[src/rtl/dbgx_pkg.sv]
package dbgx_pkg;
  localparam int unsigned DBGX_WORD_W = 32;

  // Flag update: processor action first, debugger action last.
  function automatic logic flag_next(input logic cur,
                                     input logic p_set, input logic p_clr,
                                     input logic d_set, input logic d_clr);
    logic f;
    f = cur;
    if (p_clr) f = 1'b0;
    if (p_set) f = 1'b1;
    if (d_clr) f = 1'b0;
    if (d_set) f = 1'b1;
    return f;
  endfunction
endpackage

[src/rtl/dbgx_slot.sv]
module dbgx_slot #(
  parameter int unsigned W = dbgx_pkg::DBGX_WORD_W
) (
  input  logic         clk,
  input  logic         rst_n,
  input  logic         p_load,
  input  logic [W-1:0] p_data,
  input  logic         p_set,
  input  logic         p_clr,
  input  logic         d_load,
  input  logic [W-1:0] d_data,
  input  logic         d_set,
  input  logic         d_clr,
  output logic [W-1:0] word,
  output logic         full
);
  logic [W-1:0] word_nx;
  logic         full_nx;

  always_comb begin
    word_nx = word;
    if (p_load) word_nx = p_data;
    if (d_load) word_nx = d_data;
    full_nx = dbgx_pkg::flag_next(full, p_set, p_clr, d_set, d_clr);
  end

  always_ff @(posedge clk) begin
    if (!rst_n) begin
      word <= '0;
      full <= 1'b0;
    end else begin
      word <= word_nx;
      full <= full_nx;
    end
  end

  // debugger action is applied last
  a_r10_dbg_set_last: assert property (@(posedge clk) disable iff (!rst_n)
    d_set |=> full);
  a_r10_dbg_clr_last: assert property (@(posedge clk) disable iff (!rst_n)
    (d_clr && !d_set) |=> !full);
  a_r10_dbg_word_last: assert property (@(posedge clk) disable iff (!rst_n)
    d_load |=> (word == $past(d_data)));
endmodule

[src/rtl/dbgx_rdmux.sv]
module dbgx_rdmux #(
  parameter int unsigned W = dbgx_pkg::DBGX_WORD_W,
  localparam int unsigned DW = 2 * W
) (
  input  logic          rd_en,
  input  logic          have_rx,
  input  logic [W-1:0]  tx_word,
  input  logic [W-1:0]  rx_word,
  output logic [DW-1:0] rd_data,
  output logic          rd_empty
);
  always_comb begin
    rd_empty = rd_en && !have_rx;
    rd_data  = (rd_en && have_rx) ? {tx_word, rx_word} : '0;
  end

  // an empty read returns zero
  always_comb begin
    a_r6_empty_zero: assert (!rd_empty || rd_data == '0);
  end
endmodule

[src/rtl/dbgx_dtr.sv]
module dbgx_dtr #(
  parameter int unsigned WORD_W = dbgx_pkg::DBGX_WORD_W,
  localparam int unsigned DTR_W = 2 * WORD_W
) (
  input  logic              clk,
  input  logic              rst_n,
  input  logic              cpu_wr_en,
  input  logic [DTR_W-1:0]  cpu_wr_data,
  input  logic              cpu_rd_en,
  output logic [DTR_W-1:0]  cpu_rd_data,
  output logic              cpu_rd_empty,
  output logic              cpu_wr_clash,
  input  logic              dbg_rx_wr_en,
  input  logic [WORD_W-1:0] dbg_rx_wr_data,
  input  logic              dbg_tx_rd_en,
  output logic [WORD_W-1:0] dbg_tx_rd_data,
  output logic              rx_full,
  output logic              tx_full
);
  logic              wr_accept;
  logic [WORD_W-1:0] rx_word;
  logic [WORD_W-1:0] tx_word;

  assign wr_accept    = cpu_wr_en && !tx_full;
  assign cpu_wr_clash = cpu_wr_en && tx_full;

  dbgx_slot #(.W(WORD_W)) u_rx (
    .clk(clk), .rst_n(rst_n),
    .p_load(wr_accept), .p_data(cpu_wr_data[DTR_W-1:WORD_W]),
    .p_set(1'b0), .p_clr(cpu_rd_en),
    .d_load(dbg_rx_wr_en), .d_data(dbg_rx_wr_data),
    .d_set(dbg_rx_wr_en), .d_clr(1'b0),
    .word(rx_word), .full(rx_full)
  );

  dbgx_slot #(.W(WORD_W)) u_tx (
    .clk(clk), .rst_n(rst_n),
    .p_load(wr_accept), .p_data(cpu_wr_data[WORD_W-1:0]),
    .p_set(wr_accept), .p_clr(1'b0),
    .d_load(1'b0), .d_data('0),
    .d_set(1'b0), .d_clr(dbg_tx_rd_en),
    .word(tx_word), .full(tx_full)
  );

  dbgx_rdmux #(.W(WORD_W)) u_mux (
    .rd_en(cpu_rd_en), .have_rx(rx_full),
    .tx_word(tx_word), .rx_word(rx_word),
    .rd_data(cpu_rd_data), .rd_empty(cpu_rd_empty)
  );

  assign dbg_tx_rd_data = tx_word;

  // an accepted write fills the transmit mailbox
  a_r2_wr_sets_tx: assert property (@(posedge clk) disable iff (!rst_n)
    (cpu_wr_en && !tx_full && !dbg_tx_rd_en) |=> (tx_full && dbg_tx_rd_data == $past(cpu_wr_data[WORD_W-1:0])));
  // a clashing write keeps both words
  a_r3_clash_keeps_tx: assert property (@(posedge clk) disable iff (!rst_n)
    cpu_wr_clash |=> $stable(tx_word));
  a_r3_clash_keeps_rx: assert property (@(posedge clk) disable iff (!rst_n)
    (cpu_wr_clash && !dbg_rx_wr_en) |=> $stable(rx_word));
  // a write leaves the receive flag alone
  a_r4_wr_keeps_rx: assert property (@(posedge clk) disable iff (!rst_n)
    (cpu_wr_en && !cpu_rd_en && !dbg_rx_wr_en) |=> $stable(rx_full));
  // a read drops the receive flag
  a_r7_rd_clears: assert property (@(posedge clk) disable iff (!rst_n)
    (cpu_rd_en && !dbg_rx_wr_en) |=> !rx_full);
  // a debugger read drops the transmit flag
  a_r9_dbg_rd_clears: assert property (@(posedge clk) disable iff (!rst_n)
    dbg_tx_rd_en |=> !tx_full);
  // reset empties both mailboxes
  a_r1_reset_clear: assert property (@(posedge clk)
    !rst_n |=> (!rx_full && !tx_full && dbg_tx_rd_data == '0));
endmodule

[config.mk]
export PLATFORM = sky130hd
export DESIGN_NAME = dbgx_dtr
export DESIGN_NICKNAME = d
export VERILOG_FILES = /design/src/rtl/dbgx_pkg.sv /design/src/rtl/dbgx_slot.sv /design/src/rtl/dbgx_rdmux.sv /design/src/rtl/dbgx_dtr.sv
export SDC_FILE = /design/constraint.sdc
export NUM_CORES = 1
export LEC_CHECK = 0
export BUFFER_PORTS_ARGS = -buffer_cell sky130_fd_sc_hd__clkbuf_2
export CAP_MARGIN = 20
export CORE_MARGIN = 4
export CORE_UTILIZATION = 44
export DETAILED_ROUTE_END_ITERATION = 7
export GPL_TIMING_DRIVEN = 0
export HOLD_SLACK_MARGIN = 0.08
export PLACE_DENSITY = 0.88
export SKIP_LAST_GASP = 1
export SYNTH_ARGS = -nofsm -noshare
export SYNTH_HDL_FRONTEND = slang
export SYNTH_HIERARCHICAL = 1
export SYNTH_SLANG_ARGS = --single-unit
[constraint.sdc]
create_clock -name clk -period 1.3 [get_ports clk]
set_input_delay 0.13 -clock clk [delete_from_list [all_inputs] [get_ports clk]]
set_output_delay 0.13 -clock clk [all_outputs]
set_load 0.05 [all_outputs]
==> impl_metrics.py <==
metrics = {
    "clock_network": {
        "tritoncts": "done",
        "cts.sinks": 66,
        "path_clk_slew_ns": 0.08,
        "cts_made_buffers": 9,
        "h-tree-depth": 3,
        "cts_root_buf": "clkbuf_8",
        "cts-root-to-sink-buffers": 2,
        "clk-insertion-delay-late_ns": 0.34,
    },
    "setup_path": {
        "crit_required_ns": 1.49,
        "crit_arrival_ns": 1.96,
        "crit_start": "dbg_rx_wr_en",
        "cp_top_family": "buffers and inverters",
        "setup.worst_path.end": "u_rx/word[28]$_SDFFE_PN0P_",
        "r2r_start": "u_tx/full$_SDFFE_PN0P_",
        "cp.depth": 6,
        "start_kind": "input pin",
        "worstPathCellList": "dlygate4sd3_1 -> clkbuf_2 -> inv_2 -> clkbuf_2 -> o21ai_0 -> a21oi_2",
        "slowest_stage": "o21ai_0",
        "reg2reg_slack_ns": -0.22,
        "setup.worst_path.end_class": "flip-flop",
        "reg2regPathDepth": 6,
        "cp_max_fo": 10,
        "r2r-end": "u_rx/word[28]$_SDFFE_PN0P_",
        "crit_type": "in -> reg",
        "worst-path-buf-inv": 4,
        "cpMostUsedCell": "clkbuf_2",
        "cpPeakStageDelay_ns": 0.77,
    },
    "cells_and_area": {
        "drive_gt1_frac": 0.532,
        "stdcell_count": 772,
        "design_area_um2": 6790,
        "finalNetCount": 771,
        "syn_to_final_growth_pct": 97.2,
        "antenna_cells": 0,
        "fill_cells": 281,
    },
    "global_routing": {
        "grt.overflow.total": 0,
        "grt_usage": 0.321,
        "grt_max_degree": 13,
        "grt_first_pass_wirelength_mm": 22.5,
        "antenna_found_initial": 0,
        "grt_pass1_vias": 4433,
    },
    "placement": {
        "gp_congestion": 0.784,
        "dpl-instance-area_um2": 4790,
        "dp_hpwl_mm": 8.90,
        "dp.cells": 712,
        "portBuffers": 201,
        "dp_slack_ns": -0.0373,
    },
    "timing": {
        "finalClockSkew_ns": 0.0112,
        "setup_ws_ns": -0.473,
        "max_freq_mhz": 564,
        "final_hold_viol_count": 0,
        "fin_crit_ns": 1.77,
        "fin_tns_setup_ns": -16.09,
        "rsz0062_at_grt": "true",
        "period_share": 1.36,
        "worst_pin_slew_ns": 0.902,
        "setup_violations": 122,
        "maxSlewViolCount": 0,
        "slew_headroom": 0.392,
    },
    "die": {
        "core_area_um2": 7410,
        "placementRows": 31,
        "io_pins": 202,
        "die_y_um": 96.4,
        "die_area_um2": 9300,
        "initial_core_util": 0.465,
        "fp.dieW_um": 96.4,
    },
    "route": {
        "firstDrtPassIters": 5,
        "routedWlPerCell_um": 24.3,
        "drt_iter0_markers": 342,
        "via_count": 4563,
        "viasPerCell": 5.91,
        "ant_nets": 0,
        "wirelength_mm": 18.7,
        "drc": 0,
    },
    "outcome": {
        "outcome": "finished, violations left",
        "violations": "setup timing",
    },
    "synth": {
        "synth-compound-area-share": 0.193,
        "synthMuxAreaShare": 0.186,
        "synth_top_cell_by_area": "dfxtp_1",
        "synth_fa_ha_area_frac": 0,
        "netlist_area_um2": 3440,
        "synth_top_family_by_area": "compound AO/OA/AOI/OAI gates",
        "yosys.area_share.simple": 0.126,
        "synthCells": 376,
        "synth_area_leaders": "dfxtp_1, mux2i_1, and3_1",
        "syn_avg_cell_area_um2": 9.15,
        "ys_ff_latch": 66,
        "synthXorXnorAreaFrac": 0,
        "ys.warnings.count": 6,
        "yosysTopAreaCellShare": 0.384,
        "seq_area_frac_synth": 0.384,
        "synthDistinctLibCells": 19,
    },
    "job": {
        "maxCapViolations": 0,
    },
    "power": {
        "vdd_drop_max_uv": 654,
        "powerDensity_nw_per_um2": 942,
        "leakage_nw": 3.14,
    },
    "worst_hold_path": {
        "hold_class": "in -> reg",
    },
}
## metrics by stage
stage	hold slack, ns	power (mW)	utilization
after floorplan	0.254	3.38	-
after global placement	0.371	3.76	0.646
after detailed placement	0.393	3.81	0.646
after CTS	0.0802	5.95	0.863
after global routing	0.0882	6.54	0.916
final	0.0698	6.40	0.916
## worst reg2reg max path, cell delays in order (launching register included)
cell and delay (ns):
dfxtp_4 0.34, and2b_2 0.27, buf_12 0.17, buf_12 0.12, buf_12 0.12, mux2i_4 0.27
a21oi_2 0.09
## cells in the mapped netlist
cell and n:
clkbuf_2 4, conb_1 1, o21ai_0 64, inv_1 2, clkbuf_1 11, a21oi_1 66, and2b_2 1, buf_12 6
nand2b_1 2, dfxtp_1 66, buf_2 5, nor2b_1 1, inv_2 2, buf_6 13, and3_1 64, o21a_1 2
mux2i_1 64, buf_4 1, and2_2 1
## logic make-up (layout without fill, tap and decap cells)
group	count (synthesis)	after routing
flip-flops	66	66
other	1	37
AND/OR/NAND/NOR	69	69
AO/OA/AOI/OAI	132	132
buffers and inverters	44	305
multiplexers	64	64
## how the worst min path moves through the flow
stage | end | from | depth (start not counted) | slack [ns]
finish | u_tx/word[17]$_SDFFE_PN0P_ | cpu_wr_data[17] | 3 | 0.07
global route | u_rx/word[21]$_SDFFE_PN0P_ | dbg_rx_wr_data[21] | 3 | 0.09
CTS | u_rx/word[27]$_SDFFE_PN0P_ | dbg_rx_wr_data[27] | 3 | 0.08
detailed placement | u_rx/full$_SDFFE_PN0P_ | dbg_rx_wr_en | 2 | 0.39
global placement | u_rx/full$_SDFFE_PN0P_ | dbg_rx_wr_en | 2 | 0.37
floorplan | u_rx/full$_SDFFE_PN0P_ | dbg_rx_wr_en | 1 | 0.25
## report_power, final
group	internal, mW	switching, mW	leakage (nW)
registers	2.18	0.139	0.551
logic	0.952	1.25	2.48
clock network	1.03	0.838	0.106
## what timing repair did
| action | in CTS | in global routing |
|---|---|---|
| gates resized for setup | 177 | 131 |
| hold endpoints to repair | 19 | 1 |
| setup buffers | 9 | 6 |
| hold buffers | 23 | 1 |
| endpoints found under the setup margin | 98 | 129 |
| gates cloned | 7 | 2 |
| pin swaps | 6 | 41 |
## cell type report
cell class	instances	area [um2]	share of cell area
Buffer	40	418	0.0616
Inverter	4	15.0	0.00221
Multi-Input combinational cell	302	2270	0.334
Clock inverter	2	35.0	0.00516
Tap cell	99	124	0.0182
Sequential cell	66	1330	0.196
Timing Repair Buffer	246	2430	0.358
Clock buffer	13	169	0.0249
## cells in the final DEF (no fill, tap or decap)
cell type / Yosys / final
dfxtp_1: 66 / 64
nor2b_4: 0 / 1
mux2i_4: 0 / 7
clkbuf_2: 4 / 142
nand2b_1: 2 / 2
mux2i_1: 64 / 52
o21ai_0: 64 / 64
buf_6: 13 / 10
buf_12: 6 / 18
buf_16: 0 / 4
buf_2: 5 / 5
inv_2: 2 / 2
o21a_1: 2 / 2
dlygate4sd3_1: 0 / 24
a21oi_1: 66 / 60
and3_2: 0 / 19
clkinv_2: 0 / 1
dfxtp_4: 0 / 2
and2_4: 0 / 1
clkbuf_1: 11 / 8
a21oi_2: 0 / 6
clkbuf_8: 0 / 12
clkbuf_16: 0 / 16
buf_4: 1 / 5
conb_1: 1 / 37
and3_4: 0 / 45
mux2i_2: 0 / 5
buf_8: 0 / 55
and2b_2: 1 / 1
inv_1: 2 / 2
bufinv_16: 0 / 1
## metal layers
metal | global-route usage | wire length, um | share of wire | vias to the layer above
met5 | 0 | 0 | 0 | -
met4 | 0.182 | 1490 | 0.080 | 0
met3 | 0.0720 | 1700 | 0.091 | 136
met2 | 0.588 | 9380 | 0.50 | 391
met1 | 0.334 | 6160 | 0.33 | 2124
li1 | - | - | - | 1912
## flip-flops by register name, summed over array words and instances (netlist names)
name / flops
u_tx/word: 32
u_tx/full: 1
u_rx/word: 32
u_rx/full: 1
Power figures use the tool's default switching activity.
